### src/rtl/rv_mult_pkg.sv
package rv_mult_pkg;

   typedef enum logic [2:0] {
      MOP_LOW  = 3'd0,
      MOP_HSS  = 3'd1,
      MOP_HSU  = 3'd2,
      MOP_HUU  = 3'd3,
      MOP_WORD = 3'd4
   } mop_e;

endpackage

### src/rtl/rv_mult_row.sv
// One partial-product row: full operand times one slice of the multiplier.
module rv_mult_row #(
   parameter int XLEN  = 64,
   parameter int ROW_W = 16
) (
   input  logic [XLEN-1:0]       a,
   input  logic [ROW_W-1:0]      b_seg,
   output logic [XLEN+ROW_W-1:0] pp
);
   localparam int PW = XLEN + ROW_W;

   logic [PW-1:0] ax;
   logic [PW-1:0] bx;

   assign ax = PW'(a);
   assign bx = PW'(b_seg);
   assign pp = ax * bx;
endmodule

### src/rtl/rv_mult_fix.sv
// Derives every result variant from the single unsigned product.
module rv_mult_fix #(
   parameter int XLEN = 64
) (
   input  logic [2*XLEN-1:0] prod,
   input  logic [XLEN-1:0]   a,
   input  logic [XLEN-1:0]   b,
   input  logic [2:0]        op,
   input  logic              bad,
   output logic [XLEN-1:0]   res
);
   import rv_mult_pkg::*;

   logic [XLEN-1:0] hi;
   logic [XLEN-1:0] corr_a;
   logic [XLEN-1:0] corr_b;
   logic [XLEN-1:0] word_res;

   assign hi     = prod[2*XLEN-1:XLEN];
   // signed a contributes -b * 2^XLEN when negative; same for b
   assign corr_a = a[XLEN-1] ? b : '0;
   assign corr_b = b[XLEN-1] ? a : '0;

   generate
      if (XLEN > 32) begin : g_word
         assign word_res = {{(XLEN-32){prod[31]}}, prod[31:0]};
      end else begin : g_noword
         assign word_res = '0;
      end
   endgenerate

   always_comb begin
      case (op)
         MOP_LOW:  res = prod[XLEN-1:0];
         MOP_HSS:  res = hi - corr_a - corr_b;
         MOP_HSU:  res = hi - corr_a;
         MOP_HUU:  res = hi;
         MOP_WORD: res = word_res;
         default:  res = '0;
      endcase
      if (bad) res = '0;
   end
endmodule

### src/rtl/rv_mult_unit.sv
module rv_mult_unit #(
   parameter int XLEN  = 64,
   parameter int ROW_W = 16
) (
   input  logic            clk,
   input  logic            rst_n,
   input  logic            start_i,
   input  logic [2:0]      op_i,
   input  logic            mode32_i,
   input  logic [XLEN-1:0] a_i,
   input  logic [XLEN-1:0] b_i,
   output logic            busy_o,
   output logic            done_o,
   output logic [XLEN-1:0] result_o,
   output logic            illegal_o
);
   import rv_mult_pkg::*;

   localparam int ROWS    = XLEN / ROW_W;
   localparam int CW      = $clog2(ROWS + 1);
   localparam int PW      = XLEN + ROW_W;
   localparam bit WORD_EN = (XLEN > 32);

   generate
      if (XLEN % ROW_W != 0) begin : g_bad_row
         $error("ROW_W must divide XLEN evenly");
      end
      if (XLEN < 32) begin : g_bad_xlen
         $error("XLEN must be at least 32");
      end
      if (ROWS < 2) begin : g_bad_rows
         $error("at least two rows are required");
      end
   endgenerate

   logic              busy_q;
   logic [CW-1:0]     cnt_q;
   logic [XLEN-1:0]   a_q;
   logic [XLEN-1:0]   b_q;
   logic [2:0]        op_q;
   logic              bad_q;
   logic [2*XLEN-1:0] acc_q;
   logic              done_q;
   logic [XLEN-1:0]   res_q;
   logic              ill_q;

   logic [ROW_W-1:0]  b_seg;
   logic [PW-1:0]     pp;
   logic [2*XLEN-1:0] pp_sh;
   logic [2*XLEN-1:0] sum;
   logic [XLEN-1:0]   fix_res;
   logic              last_row;
   logic              bad_in;

   assign bad_in   = ((op_i == MOP_WORD) && (mode32_i || !WORD_EN)) || (op_i > 3'd4);
   assign b_seg    = b_q[cnt_q*ROW_W +: ROW_W];
   assign pp_sh    = (2*XLEN)'(pp) << (cnt_q * ROW_W);
   assign sum      = acc_q + pp_sh;
   assign last_row = (cnt_q == CW'(ROWS - 1));

   rv_mult_row #(.XLEN(XLEN), .ROW_W(ROW_W)) u_row (
      .a     (a_q),
      .b_seg (b_seg),
      .pp    (pp)
   );

   rv_mult_fix #(.XLEN(XLEN)) u_fix (
      .prod (sum),
      .a    (a_q),
      .b    (b_q),
      .op   (op_q),
      .bad  (bad_q),
      .res  (fix_res)
   );

   always_ff @(posedge clk or negedge rst_n) begin
      if (!rst_n) begin
         busy_q <= 1'b0;
         cnt_q  <= '0;
         a_q    <= '0;
         b_q    <= '0;
         op_q   <= '0;
         bad_q  <= 1'b0;
         acc_q  <= '0;
         done_q <= 1'b0;
         res_q  <= '0;
         ill_q  <= 1'b0;
      end else begin
         done_q <= 1'b0;
         if (!busy_q) begin
            if (start_i) begin
               busy_q <= 1'b1;
               cnt_q  <= '0;
               a_q    <= a_i;
               b_q    <= b_i;
               op_q   <= op_i;
               bad_q  <= bad_in;
               acc_q  <= '0;
            end
         end else begin
            acc_q <= sum;
            cnt_q <= cnt_q + 1'b1;
            if (last_row) begin
               busy_q <= 1'b0;
               done_q <= 1'b1;
               res_q  <= fix_res;
               ill_q  <= bad_q;
            end
         end
      end
   end

   assign busy_o    = busy_q;
   assign done_o    = done_q;
   assign result_o  = res_q;
   assign illegal_o = ill_q;
endmodule

### config.mk
export PLATFORM = sky130hd
export DESIGN_NAME = rv_mult_unit
export DESIGN_NICKNAME = d
export VERILOG_FILES = /design/src/rtl/rv_mult_pkg.sv /design/src/rtl/rv_mult_row.sv /design/src/rtl/rv_mult_fix.sv /design/src/rtl/rv_mult_unit.sv
export SDC_FILE = /design/constraint.sdc
export NUM_CORES = 2
export LEC_CHECK = 0
export BUFFER_PORTS_ARGS = -buffer_cell sky130_fd_sc_hd__buf_2
export CORE_MARGIN = 3
export CORE_UTILIZATION = 60
export CTS_CLUSTER_SIZE = 14
export DETAILED_ROUTE_END_ITERATION = 7
export PLACE_DENSITY = 0.89
export SKIP_CTS_REPAIR_TIMING = 1
export SLEW_MARGIN = 20
export SYNTH_ARGS = -nofsm -noshare
export SYNTH_HDL_FRONTEND = slang
export SYNTH_SLANG_ARGS = --single-unit
### constraint.sdc
create_clock -name clk -period 14.75 [get_ports clk]
set_input_delay 0.7375 -clock clk [delete_from_list [all_inputs] [get_ports clk]]
set_output_delay 0.7375 -clock clk [all_outputs]
set_load 0.005 [all_outputs]
==> metrics.cfg, run 1 <==
[floorplanning]
die_h_um=334.5
ioPinCount=202
start_util_pct=60.98
row_count=119
die_w_um=334.5

[clocking]
cts_buffers=43
htree_levels=2
clock_sinks=330
cts_root_buffer=clkbuf_16
cts.path.max_buffers=3

[grt]
grt_pass1_wl_um=558600
grt_pass1_vias=89200
grt_overflow_total=20
grt_max_degree=109
track_usage_pct=67.23

[synth]
synth.distinct_cells=112
synth_edf_count=0
synthArstFlopShare_pct=100.0
synth_fp_nets=9504
syn_avg_cell_area_um2=8.001
ys_seq_area_share_pct=12.76
ys_ff_latch=330
ys.flop_type=dfrtp_1
synth.cell_area_um2=64740
synth_warnings=0
postSynthCellCount=8091

[run_status]
firstError=[ERROR GRT-0116] Global routing finished with congestion. Check the congestion regions in the DRC Viewer.
stop_stage=global routing
status=aborted with a tool error

[place]
portBuffers=201
place_area_um2=79140
dp_cells=10875
gp_congestion=1.336
place_hpwl_um=245900

==> synth_stat cells (all sizes together) (44+ instances only) <==
cell type | number | area share (%)
a22o | 134 | 1.8
and3 | 390 | 3.8
nand4 | 104 | 1.0
a221oi | 58 | 0.79
a21oi | 470 | 3.7
and2 | 63 | 0.61
nor3 | 65 | 0.54
o21a | 44 | 0.51
clkbuf | 486 | 2.8
nand3 | 96 | 0.74
nand2 | 1606 | 9.3
xor2 | 103 | 1.4
fa | 869 | 27
o21bai | 88 | 1.0
buf | 62 | 0.43
inv | 1019 | 5.9
a21o | 237 | 2.7
dfrtp | 330 | 13
ha | 409 | 7.9
nor2 | 301 | 1.7
o21ai | 312 | 2.4
a31oi | 55 | 0.56
xnor2 | 203 | 2.8
==> metal layers <==
layer	GRT usage [%]	overflow
met3	60.35	6
met2	78.88	2
met1	64.85	0
met5	45.83	4
met4	64.12	8
==> stage by stage <==
| step | setup TNS (ns) | worst slack [ns] |
|---|---|---|
| after global placement | -40.67 | -1.392 |
| after floorplan | 0 | 0.02038 |
| after detailed placement | -74.83 | -2.078 |
| after CTS | -91.78 | -2.382 |
==> kinds of logic after synthesis <==
| kind of cell | after synthesis | synth area share, % |
|---|---|---|
| DFF | 330 | 12.76 |
| xor gates and xnor gates | 308 | 4.223 |
| buffers and inverters | 1568 | 9.167 |
| adders and majority gates | 1278 | 34.78 |
| muxes | 73 | 1.486 |
| AOI/OAI and AO/OA | 1741 | 18.08 |
| and+or+nand+nor | 2793 | 19.51 |
==> inputs of run 2 (changes only) <==
--- a/config.mk
+++ b/config.mk
@@ -7,10 +7,9 @@
 export LEC_CHECK = 0
 export BUFFER_PORTS_ARGS = -buffer_cell sky130_fd_sc_hd__buf_2
 export CORE_MARGIN = 3
-export CORE_UTILIZATION = 60
-export CTS_CLUSTER_SIZE = 14
+export CORE_UTILIZATION = 40
 export DETAILED_ROUTE_END_ITERATION = 7
-export PLACE_DENSITY = 0.89
+export PLACE_DENSITY_LB_ADDON = 0.15
 export SKIP_CTS_REPAIR_TIMING = 1
 export SLEW_MARGIN = 20
 export SYNTH_ARGS = -nofsm -noshare
==> constraint.sdc (replaced) <==
create_clock -name clk -period 19.2 [get_ports clk]
set_input_delay 0.96 -clock clk [delete_from_list [all_inputs] [get_ports clk]]
set_output_delay 0.96 -clock clk [all_outputs]
set_load 0.005 [all_outputs]
==> run 2 against run 1 <==
The flow now finishes without violations. Synthesized cell count is the same. Area after synthesis is the same.
==> metrics.cfg, run 2 <==
[synth]
synth_top_family_by_area=adder cells
synth_xor_area_share_pct=4.223
synth_area_leaders=fa_1, dfrtp_1, nand2_1
synth_fp_nets=9504
synth.area.mux_share_pct=1.486
synth_warnings=0
ys.flop_type=dfrtp_1
syn_avg_cell_area_um2=8.001
synth.top_cell.area_share_pct=26.87
synth.cell_area_um2=64740
synth.distinct_cells=112
ys_seq_area_share_pct=12.76
postSynthCellCount=8091
synth_edf_count=0
yosysMostFrequentCell=nand2_1
synthArstFlopShare_pct=100.0
ys_ff_latch=330
yosys.area_share.simple_pct=19.51
synth-compound-area-share_pct=18.08
synth_fa_ha_area_share_pct=34.78
yosysTopAreaCell=fa_1
synth_commonest_cells=nand2_1, inv_1, fa_1

[setup_path]
ff2ff_path_depth=64
endpoint_kind=flip-flop
worstSetupPathType=reg2reg
worstReg2RegStart=cnt_q[1]$_DFFE_PN0P_
crit_path_top_delay_cell=mux4_2
arrival_ns=19.20
path_common_cell=a21oi_1
setup.worst_path.start=cnt_q[1]$_DFFE_PN0P_
critPathRequiredTime_ns=19.81
slowest_delay_ns=0.85
crit_fanout=39
start_kind=flip-flop

[routing]
drt_iter0_markers=6952
via_per_inst=6.011
wl_per_cell_um=29.34
dr.pass1.iters=6
ant_nets=0
drcViolationCount=0
totalWireLength_um=301700
num_vias=61793

[sta]
hold_slack_ns=0.2062
slew_viol_final=0
hold_violations=0
setup_violations=0
worst_pin_slew_ns=1.368
rsz0062_at_grt=false
min_period_ns=18.59
max_freq_ghz=0.05380
fin_ws_ns=0.6137
fin_worst_skew_ns=0.04716
final.setup.tns_ns=0
fin_crit_sh_pct=96.80
relSlewSlack_pct=8.516

[clocking]
clk_pin_slew_ns=0.07
clock_sinks=330
cts_root_buffer=clkbuf_16
tritoncts=built
clk_latency_ns=0.71
cts.path.max_buffers=3
htree_levels=2
cts_buffers=49

[min_path]
hold_class=in2async

[floorplanning]
ioPinCount=202
row_count=147
die_h_um=408.3
core_um2=160800
dieArea_um2=166700
start_util_pct=40.27
die_w_um=408.3

[cells_and_area]
largest_register=acc_q
layout_commonest_cell=nand2_1
final_cell_mix=nand2_1, inv_1, fa_1
num-fill-cells=16503
final_net_count=9480
synthToLayoutAreaGrowth_pct=8.854
design_area_um2=70470
largest_reg_flops=128
drive_gt1_share_pct=8.449

[grt]
grt_max_degree=152
grt_pass1_vias=61358
track_usage_pct=35.53
antenna_found_initial=15
grt_pass1_wl_um=435000
grt_overflow_total=0

[place]
place_area_um2=68650
gp_congestion=1.036
portBuffers=201
post-place-ws_ns=0.7139
place_hpwl_um=243500

[run]
cap_violations=0

[run_status]
status=finished, final reports clean

==> run 2: kinds of logic after synthesis <==
| family | count (synthesis) |
|---|---|
| compound gates | 1741 |
| xor+xnor | 308 |
| fa+ha+maj | 1278 |
| buf+inv | 1568 |
| flops | 330 |
| mux | 73 |
| simple gates | 2793 |
==> run 2: layer usage <==
metal	global-route usage (%)	routed length (um)
met5	0	41
met1	49.28	128000
met4	16.66	16870
met3	6.569	27040
met2	53.63	129700
==> run 2: path summary, 6_finish.rpt <==
kind                            slack [ns]                        to
worst max-delay path                  0.61  result_o[63]$_DFFE_PN0P_
worst min-delay path                  0.21    acc_q[120]$_DFFE_PN0P_
worst max register to register        0.61  result_o[63]$_DFFE_PN0P_
worst min register to register        0.48  result_o[22]$_DFFE_PN0P_
max in group asynchronous            16.99  result_o[15]$_DFFE_PN0P_
min in group clk                      0.45       a_q[56]$_DFFE_PN0P_
==> run 2: final cells by class <==
type / instances / area [um2] / area share, %
Tap cell: 2160 / 2703 / 3.835
Multi-Input combinational cell: 6193 / 50700 / 71.95
Inverter: 1020 / 3836 / 5.444
Antenna cell: 13 / 32.53 / 0.04616
Clock buffer: 57 / 1316 / 1.868
Sequential cell: 330 / 8273 / 11.74
Clock inverter: 34 / 374.1 / 0.5309
Timing Repair Buffer: 473 / 3236 / 4.591
==> run 2: stage by stage <==
| stage | util, % | std cells |
|---|---|---|
| final | 43.84 | 10280 |
| after global routing | 43.82 | 10268 |
| after CTS | 43.76 | 10265 |
| after detailed placement | 42.71 | 10174 |
| after global placement | 42.71 | 10174 |
| after floorplan | - | 8091 |
==> run 2: worst max-delay path: cells and delay by family, from the launching register on <==
kind / cells / cell delay, ns
flip-flops: 1 / 0.74
XOR/XNOR: 4 / 1.09
adder cells (fa/ha/maj): 10 / 4.60
multiplexers: 1 / 0.85
AO/OA/AOI/OAI: 29 / 7.31
buffers and inverters: 7 / 0.66
AND/OR/NAND/NOR: 13 / 3.17
Power of run 2 is not shown: default switching activity piles up to over one toggle a cycle in this logic, so the estimate is an artifact.
